==> src/rtl/gc_pkg.sv <==
`timescale 1ns/1ps
package gc_pkg;
  localparam int KDIM    = 7;
  localparam int KRAD    = 3;
  localparam int NAXES   = 6;
  localparam int INH_TAP = 30;

  typedef enum logic [1:0] {ST_IDLE, ST_RUN, ST_WRITE, ST_FIN} gc_state_e;

  function automatic int axis_dr(input int a);
    case (a)
      1, 2:    return -1;
      4, 5:    return 1;
      default: return 0;
    endcase
  endfunction

  function automatic int axis_dc(input int a);
    case (a)
      0, 1:    return 1;
      3, 4:    return -1;
      default: return 0;
    endcase
  endfunction

  // centre-weighted ring coupling, corners cut
  function automatic logic [6:0] exc_weight(input logic signed [3:0] dr,
                                            input logic signed [3:0] dc);
    int r, c, m;
    r = (int'(dr) < 0) ? -int'(dr) : int'(dr);
    c = (int'(dc) < 0) ? -int'(dc) : int'(dc);
    m = (r > c) ? r : c;
    if (r == KRAD && c == KRAD) return 7'd0;
    case (m)
      0:       return 7'd100;
      1:       return 7'd25;
      2:       return 7'd10;
      default: return 7'd4;
    endcase
  endfunction

  // nine taps on three arcs pointing along axis a
  function automatic logic [4:0] inh_weight(input int a,
                                            input logic signed [3:0] dr,
                                            input logic signed [3:0] dc);
    int r, c, ar, ac, nr, nc, pr, pc;
    logic hit;
    r  = int'(dr);
    c  = int'(dc);
    ar = axis_dr(a);
    ac = axis_dc(a);
    nr = axis_dr((a + 1) % NAXES);
    nc = axis_dc((a + 1) % NAXES);
    pr = axis_dr((a + NAXES - 1) % NAXES);
    pc = axis_dc((a + NAXES - 1) % NAXES);
    hit = 1'b0;
    for (int k = 1; k <= KRAD; k++) begin
      if (r == k * ar && c == k * ac) hit = 1'b1;
      if (r == (k - 1) * ar + nr && c == (k - 1) * ac + nc) hit = 1'b1;
      if (r == (k - 1) * ar + pr && c == (k - 1) * ac + pc) hit = 1'b1;
    end
    return hit ? 5'(INH_TAP) : 5'd0;
  endfunction
endpackage

==> src/rtl/gc_weights.sv <==
`timescale 1ns/1ps
module gc_weights
  import gc_pkg::*;
(
  input  logic [2:0] axis,
  input  logic [2:0] tap_r,
  input  logic [2:0] tap_c,
  output logic [6:0] w_exc,
  output logic [4:0] w_inh
);
  logic signed [3:0] dr, dc;
  logic [4:0] inh_axis [NAXES];

  assign dr = $signed({1'b0, tap_r}) - 4'sd3;
  assign dc = $signed({1'b0, tap_c}) - 4'sd3;

  for (genvar a = 0; a < NAXES; a++) begin : g_axis
    assign inh_axis[a] = inh_weight(a, dr, dc);
  end

  assign w_exc = exc_weight(dr, dc);
  assign w_inh = (axis < 3'(NAXES)) ? inh_axis[axis] : inh_axis[0];
endmodule

==> src/rtl/gc_mac.sv <==
`timescale 1ns/1ps
module gc_mac #(
  parameter int PIX_W = 8,
  parameter int EW    = PIX_W + 10,
  parameter int IW    = PIX_W + 9
) (
  input  logic             clk,
  input  logic             rst_n,
  input  logic             clear,
  input  logic             en,
  input  logic [PIX_W-1:0] px_exc,
  input  logic [PIX_W-1:0] px_inh,
  input  logic [6:0]       w_exc,
  input  logic [4:0]       w_inh,
  output logic [EW-1:0]    acc_exc,
  output logic [IW-1:0]    acc_inh
);
  always_ff @(posedge clk) begin
    if (!rst_n || clear) begin
      acc_exc <= '0;
      acc_inh <= '0;
    end else if (en) begin
      acc_exc <= acc_exc + EW'(w_exc) * EW'(px_exc);
      acc_inh <= acc_inh + IW'(w_inh) * IW'(px_inh);
    end
  end
endmodule

==> src/rtl/gc_combine.sv <==
`timescale 1ns/1ps
module gc_combine #(
  parameter int PIX_W  = 8,
  parameter int EW     = PIX_W + 10,
  parameter int IW     = PIX_W + 9,
  parameter int DECAY  = 128,
  parameter int THRESH = 8
) (
  input  logic [EW-1:0]    acc_exc,
  input  logic [IW-1:0]    acc_inh,
  input  logic [PIX_W-1:0] prev,
  output logic [PIX_W-1:0] result
);
  localparam int SHIFT = 8;
  localparam int DW    = 9;
  localparam int PW    = PIX_W + DW;
  localparam int SW    = EW + 3;
  localparam int MAXV  = (1 << PIX_W) - 1;

  logic signed [SW-1:0] e_s, i_s, d_s, k_s, t_s;
  logic [PW-1:0] prod;

  assign e_s  = $signed(SW'(acc_exc));
  assign i_s  = $signed(SW'(acc_inh));
  assign d_s  = (e_s - i_s) >>> SHIFT;
  assign prod = PW'(prev) * PW'(DECAY);
  assign k_s  = $signed(SW'(prod >> SHIFT));
  assign t_s  = d_s + k_s;

  always_comb begin
    if (t_s < 0 || t_s < THRESH) result = '0;
    else if (t_s > MAXV)         result = '1;
    else                         result = t_s[PIX_W-1:0];
  end
endmodule

==> src/rtl/gc_scan.sv <==
`timescale 1ns/1ps
module gc_scan
  import gc_pkg::*;
#(
  parameter int IMG_W = 8,
  parameter int IMG_H = 8,
  parameter int RW    = $clog2(IMG_H),
  parameter int CW    = $clog2(IMG_W)
) (
  input  logic          clk,
  input  logic          rst_n,
  input  logic          go,
  output logic          busy,
  output logic          done,
  output logic          acc_en,
  output logic          acc_clear,
  output logic          wr_en,
  output logic [RW-1:0] pix_r,
  output logic [CW-1:0] pix_c,
  output logic [2:0]    tap_r,
  output logic [2:0]    tap_c
);
  localparam logic [2:0] TAP_LAST = 3'(KDIM - 1);
  gc_state_e state;
  logic last_pix;

  assign last_pix  = (pix_r == RW'(IMG_H - 1)) && (pix_c == CW'(IMG_W - 1));
  assign busy      = (state != ST_IDLE);
  assign done      = (state == ST_FIN);
  assign acc_en    = (state == ST_RUN);
  assign wr_en     = (state == ST_WRITE);
  assign acc_clear = (state == ST_WRITE) || (state == ST_IDLE);

  always_ff @(posedge clk) begin
    if (!rst_n) begin
      state <= ST_IDLE;
      pix_r <= '0;
      pix_c <= '0;
      tap_r <= '0;
      tap_c <= '0;
    end else begin
      case (state)
        ST_IDLE: if (go) begin
          state <= ST_RUN;
          pix_r <= '0;
          pix_c <= '0;
          tap_r <= '0;
          tap_c <= '0;
        end
        ST_RUN: begin
          if (tap_c == TAP_LAST) begin
            tap_c <= '0;
            if (tap_r == TAP_LAST) begin
              tap_r <= '0;
              state <= ST_WRITE;
            end else begin
              tap_r <= tap_r + 3'd1;
            end
          end else begin
            tap_c <= tap_c + 3'd1;
          end
        end
        ST_WRITE: begin
          if (last_pix) begin
            state <= ST_FIN;
          end else begin
            state <= ST_RUN;
            if (pix_c == CW'(IMG_W - 1)) begin
              pix_c <= '0;
              pix_r <= pix_r + RW'(1);
            end else begin
              pix_c <= pix_c + CW'(1);
            end
          end
        end
        default: state <= ST_IDLE;
      endcase
    end
  end
endmodule

==> src/rtl/ganglion_dirsel.sv <==
`timescale 1ns/1ps
module ganglion_dirsel
  import gc_pkg::*;
#(
  parameter int IMG_W  = 8,
  parameter int IMG_H  = 8,
  parameter int PIX_W  = 8,
  parameter int DECAY  = 128,
  parameter int THRESH = 8
) (
  input  logic                              clk,
  input  logic                              rst_n,
  input  logic                              in_valid,
  output logic                              in_ready,
  input  logic [PIX_W-1:0]                  in_exc,
  input  logic [PIX_W-1:0]                  in_inh,
  input  logic                              start,
  input  logic [2:0]                        axis_sel,
  output logic                              done,
  input  logic [$clog2(IMG_W*IMG_H)-1:0]    rd_addr,
  output logic [PIX_W-1:0]                  rd_data
);
  localparam int NPIX = IMG_W * IMG_H;
  localparam int AW   = $clog2(NPIX);
  localparam int RW   = $clog2(IMG_H);
  localparam int CW   = $clog2(IMG_W);
  localparam int SCW  = ((RW > CW) ? RW : CW) + 2;
  localparam int EW   = PIX_W + 10;
  localparam int IW   = PIX_W + 9;

  logic [PIX_W-1:0] exc_mem [NPIX];
  logic [PIX_W-1:0] inh_mem [NPIX];
  logic [PIX_W-1:0] out_mem [NPIX];

  logic busy, go, load, acc_en, acc_clear, wr_en;
  logic [AW-1:0] ld_ptr, saddr, pix_addr;
  logic [RW-1:0] pix_r;
  logic [CW-1:0] pix_c;
  logic [2:0] tap_r, tap_c, dir_q;
  logic signed [3:0] dr, dc;
  logic signed [SCW-1:0] sr, sc;
  logic inb;
  logic [PIX_W-1:0] px_exc, px_inh, result;
  logic [6:0] w_exc;
  logic [4:0] w_inh;
  logic [EW-1:0] acc_exc;
  logic [IW-1:0] acc_inh;

  assign in_ready = !busy;
  assign go       = start && !busy;
  assign load     = in_valid && in_ready;

  // input loading, raster order
  always_ff @(posedge clk) begin
    if (!rst_n) begin
      ld_ptr <= '0;
    end else if (go) begin
      ld_ptr <= '0;
    end else if (load) begin
      ld_ptr <= (ld_ptr == AW'(NPIX - 1)) ? '0 : ld_ptr + AW'(1);
    end
  end

  always_ff @(posedge clk) begin
    if (load) begin
      exc_mem[ld_ptr] <= in_exc;
      inh_mem[ld_ptr] <= in_inh;
    end
  end

  always_ff @(posedge clk) begin
    if (!rst_n) dir_q <= '0;
    else if (go) dir_q <= (axis_sel < 3'(NAXES)) ? axis_sel : 3'd0;
  end

  gc_scan #(.IMG_W(IMG_W), .IMG_H(IMG_H), .RW(RW), .CW(CW)) u_scan (
    .clk(clk), .rst_n(rst_n), .go(go), .busy(busy), .done(done),
    .acc_en(acc_en), .acc_clear(acc_clear), .wr_en(wr_en),
    .pix_r(pix_r), .pix_c(pix_c), .tap_r(tap_r), .tap_c(tap_c)
  );

  // source coordinate of the current tap, zero outside the frame
  assign dr  = $signed({1'b0, tap_r}) - 4'sd3;
  assign dc  = $signed({1'b0, tap_c}) - 4'sd3;
  assign sr  = $signed(SCW'(pix_r)) + SCW'(dr);
  assign sc  = $signed(SCW'(pix_c)) + SCW'(dc);
  assign inb = (sr >= 0) && (sr < IMG_H) && (sc >= 0) && (sc < IMG_W);
  assign saddr    = AW'(sr[RW-1:0]) * AW'(IMG_W) + AW'(sc[CW-1:0]);
  assign pix_addr = AW'(pix_r) * AW'(IMG_W) + AW'(pix_c);
  assign px_exc   = inb ? exc_mem[saddr] : '0;
  assign px_inh   = inb ? inh_mem[saddr] : '0;

  gc_weights u_weights (
    .axis(dir_q), .tap_r(tap_r), .tap_c(tap_c), .w_exc(w_exc), .w_inh(w_inh)
  );

  gc_mac #(.PIX_W(PIX_W), .EW(EW), .IW(IW)) u_mac (
    .clk(clk), .rst_n(rst_n), .clear(acc_clear), .en(acc_en),
    .px_exc(px_exc), .px_inh(px_inh), .w_exc(w_exc), .w_inh(w_inh),
    .acc_exc(acc_exc), .acc_inh(acc_inh)
  );

  gc_combine #(.PIX_W(PIX_W), .EW(EW), .IW(IW), .DECAY(DECAY), .THRESH(THRESH)) u_comb (
    .acc_exc(acc_exc), .acc_inh(acc_inh), .prev(out_mem[pix_addr]), .result(result)
  );

  always_ff @(posedge clk) begin
    if (!rst_n) begin
      for (int i = 0; i < NPIX; i++) out_mem[i] <= '0;
    end else if (wr_en) begin
      out_mem[pix_addr] <= result;
    end
  end

  always_ff @(posedge clk) begin
    if (!rst_n) rd_data <= '0;
    else        rd_data <= out_mem[rd_addr];
  end
endmodule

==> config.mk <==
export PLATFORM = sky130hd
export DESIGN_NAME = ganglion_dirsel
export DESIGN_NICKNAME = d
export VERILOG_FILES = /design/src/rtl/gc_pkg.sv /design/src/rtl/gc_weights.sv /design/src/rtl/gc_mac.sv /design/src/rtl/gc_combine.sv /design/src/rtl/gc_scan.sv /design/src/rtl/ganglion_dirsel.sv
export SDC_FILE = /design/constraint.sdc
export NUM_CORES = 2
export LEC_CHECK = 0
export ABC_AREA = 1
export BUFFER_PORTS_ARGS = -buffer_cell sky130_fd_sc_hd__buf_4
export CAP_MARGIN = 20
export CORE_ASPECT_RATIO = 1.25
export CORE_MARGIN = 2
export CORE_UTILIZATION = 40
export CTS_BUF_LIST = sky130_fd_sc_hd__clkbuf_8
export CTS_CLUSTER_SIZE = 16
export DETAILED_ROUTE_END_ITERATION = 8
export PLACE_DENSITY_LB_ADDON = 0.25
export RECOVER_POWER = 100
export SLEW_MARGIN = 40
export SYNTH_ARGS = -nofsm -noshare
export SYNTH_HDL_FRONTEND = slang
export SYNTH_SLANG_ARGS = --single-unit
==> constraint.sdc <==
create_clock -name clk -period 14.5 [get_ports clk]
set_input_delay 0.725 -clock clk [delete_from_list [all_inputs] [get_ports clk]]
set_output_delay 0.725 -clock clk [all_outputs]
set_load 0.01 [all_outputs]
==> reports/results.txt <==
Status - finished, violations left
Violations in the final reports - capacitance limit, slew limit
CTS max path bufs - 4
Fin crit period - 11.35 ns
CP bufs+invs - 9
Final Cell Area - 82900 um^2
Fin crit share - 78.27%
Routed wire per std cell - 24.58 um
Max-slew violations - 1581
Synth top area share - 60.91%
Post-CTS Setup Inserts - 0
Fin util - 44.05%
Largest net degree at the start of global routing - 182
GRT Residual Overflow - 0
Core Region - 188200 um^2
Average cell area after synthesis - 10.65 um^2
Leak Pwr - 29.39 nW
Gp weighted congestion - 0.8847
Port Buffers - 38
Netlist Area Pre-Place - 75720 um^2
Synth area leader - edfxtp_1
Via count - 57320
CP Capture Type - flip-flop
Antenna Nets Post-Route - 0
Hold WC Path Type - primary input to flip-flop
Slowest library cell on the worst path - clkbuf_1
Highest Clock Rate - 0.08811 GHz
Detailed Route WL - 240500 um
Die Area - 192800 um^2
# setup viols final - 0
Cell family with the largest share of critical-path delay - buffers and inverters
Max cap viols - 36
RSZ-0062 raised after global routing - false
Commonest non-fill, non-tap cell in the layout - edfxtp_1
DRC Markers - 0
Die Wd - 393.2 um
Clk Tree Root Cell - clkbuf_8
Ys async rst share - 0%
Syn Inst Count - 7109
Skew final - 0.08696 ns
Top cells by area, synth - edfxtp_1, nand2_1, a21oi_1
Clock transition at the registers of the reported paths - 0.06 ns
Most frequent cells in the layout - edfxtp_1, nand2_1, nor2_1
Clock latency on the worst-skew pair - 1.04 ns
CP max stage delay - 3.66 ns
Gr usage total - 24.38%
IO Pins - 39
TritonCTS Buffers - 282
Commonest register cell after synthesis - edfxtp_1
Ys Warns - 0
CP Class - flip-flop to flip-flop
Max FO, Critical Path - 108
Detailed Routing Iterations Pass 1 - 8
Post-synth cell types - 56
Endpoints failing hold - 0
Critical Path Start Type - flip-flop
Pwr Density - 142.8 nW/um^2
Row count - 178
Req. time, crit path - 15.18 ns
Register area share after synthesis - 62.63%
Nets@finish - 7304
Initial core utilization - 40.24%
PostCTS Resize Cnt - 0
Yosys reg bits - 1601
Worst-Margin Slew - 5.250 ns
Number of enable flip-flop cells after synthesis - 1536
Final setup TNS - 0 ns
Worst vdd ir - 0.1533 mV
Via-to-Cell Ratio - 5.858
Die H - 490.5 um
Rel. slew slack - -250.0%
CTS tree - done
Vias in the first global route - 55400
Initial antenna violation count - 4
Initial DRC count - 6051
# H-tree levels - 5
Share of post-route cells with drive strength above 1 - 6.528%
DP Wirelength - 142500 um
Area post-placement - 78400 um^2
First-pass GRT wire length - 354300 um
Area delta synth->final - 9.479%
Critical Path AT - 12.03 ns
Clock sinks - 1601
[tightest hold or removal path, cell delays in order]
cell      delay, ns
buf_4          0.09
nor2_1         0.06
a211oi_1       0.16
[metrics by stage]
stage	hold slack (ns)	std cells	power, mW	setup WS (ns)
finish	0.1076	9785	11.84	3.151
CTS	0.01074	9777	11.84	5.549
floorplan	0.4471	7121	7.138	7.776
detailed placement	0.4829	9317	8.057	5.562
global placement	0.4703	9308	7.986	4.879
global route	0.07585	9783	12.27	2.748
[final cells by class]
class / count / area (um^2)
Antenna cell: 4 / 10.01
Clock buffer: 290 / 3991
Clock inverter: 169 / 883.3
Fill cell: 17820 / 105300
Inverter: 379 / 1448
Multi-Input combinational cell: 4638 / 24760
Sequential cell: 1601 / 47430
Tap cell: 2520 / 3153
Timing Repair Buffer: 184 / 1234
[cells in the mapped netlist, drive strengths merged (2+ instances only)]
| library cell | instances |
|---|---|
| fa | 67 |
| nor3 | 26 |
| clkinv | 8 |
| a31oi | 6 |
| nor3b | 3 |
| a22o | 14 |
| edfxtp | 1536 |
| buf | 178 |
| o22ai | 195 |
| a21boi | 3 |
| conb | 2 |
| o21a | 2 |
| a21oi | 715 |
| o21ai | 698 |
| o2bb2ai | 5 |
| a32o | 64 |
| a221oi | 48 |
| nor4 | 2 |
| dfxtp | 65 |
| ha | 122 |
| xor2 | 19 |
| nand4 | 64 |
| o31ai | 3 |
| nand2 | 1083 |
| and3 | 4 |
| nor2 | 824 |
| inv | 371 |
| a221o | 2 |
| or2 | 12 |
| xnor2 | 12 |
| a211oi | 9 |
| o211ai | 85 |
| o2111ai | 8 |
| a22oi | 55 |
| nand3 | 367 |
| o221ai | 91 |
| o21bai | 5 |
| o311ai | 2 |
| clkbuf | 325 |
| nand3b | 3 |
| a21o | 2 |
[layer usage]
| layer | part of all wire, % | track usage [%] |
|---|---|---|
| met3 | 8.3 | 4.544 |
| met5 | 0 | 0 |
| met4 | 5.4 | 13.07 |
| met2 | 48 | 40.03 |
| met1 | 38 | 30.41 |
[logic make-up after synthesis]
group	Yosys count	synth area share [%]
xor+xnor	31	0.3586
buf+inv	882	4.871
other cells	2	0.009918
compound gates	2014	15.47
simple gates	2390	12.87
flops	1601	62.63
fa+ha+maj	189	3.787
[power by group]
| part | switching, mW | internal, mW | total, mW |
|---|---|---|---|
| clock network | 1.84 | 1.96 | 3.81 |
| logic | 2.26 | 0.588 | 2.85 |
| registers | 0.0417 | 5.14 | 5.18 |
[flip-flops by register name, indices dropped and copies added (netlist names)]
signal and count:
u_scan.pix_r 3, u_scan.tap_c 3, u_scan.pix_c 3, u_scan.state 2, u_mac.acc_exc 18, dir_q 3, inh_mem 512, out_mem 512
exc_mem 512, u_mac.acc_inh 16, rd_data 8, ld_ptr 6, u_scan.tap_r 3
[worst paths after layout]
path / from / endpoint / depth (start not counted) / slack, ns
setup / recovery: u_scan.pix_c[1]$_SDFFE_PN0P_ / out_mem[0][5]$_SDFFCE_PN0P_ / 27 / 3.15
hold / removal: start / u_scan.state[0]$_SDFFE_PN0P_ / 3 / 0.11
setup reg to reg: u_scan.pix_c[1]$_SDFFE_PN0P_ / out_mem[0][5]$_SDFFCE_PN0P_ / 27 / 3.15
hold reg to reg: u_mac.acc_exc[0]$_SDFFE_PP0P_ / u_mac.acc_exc[0]$_SDFFE_PP0P_ / 2 / 0.50
[repair_timing]
item                                   CTS  global route
setup endpoints to repair                0             0
endpoints found under the hold margin    1             0
hold buffers                             1             0
Power figures use the tool's default switching activity.
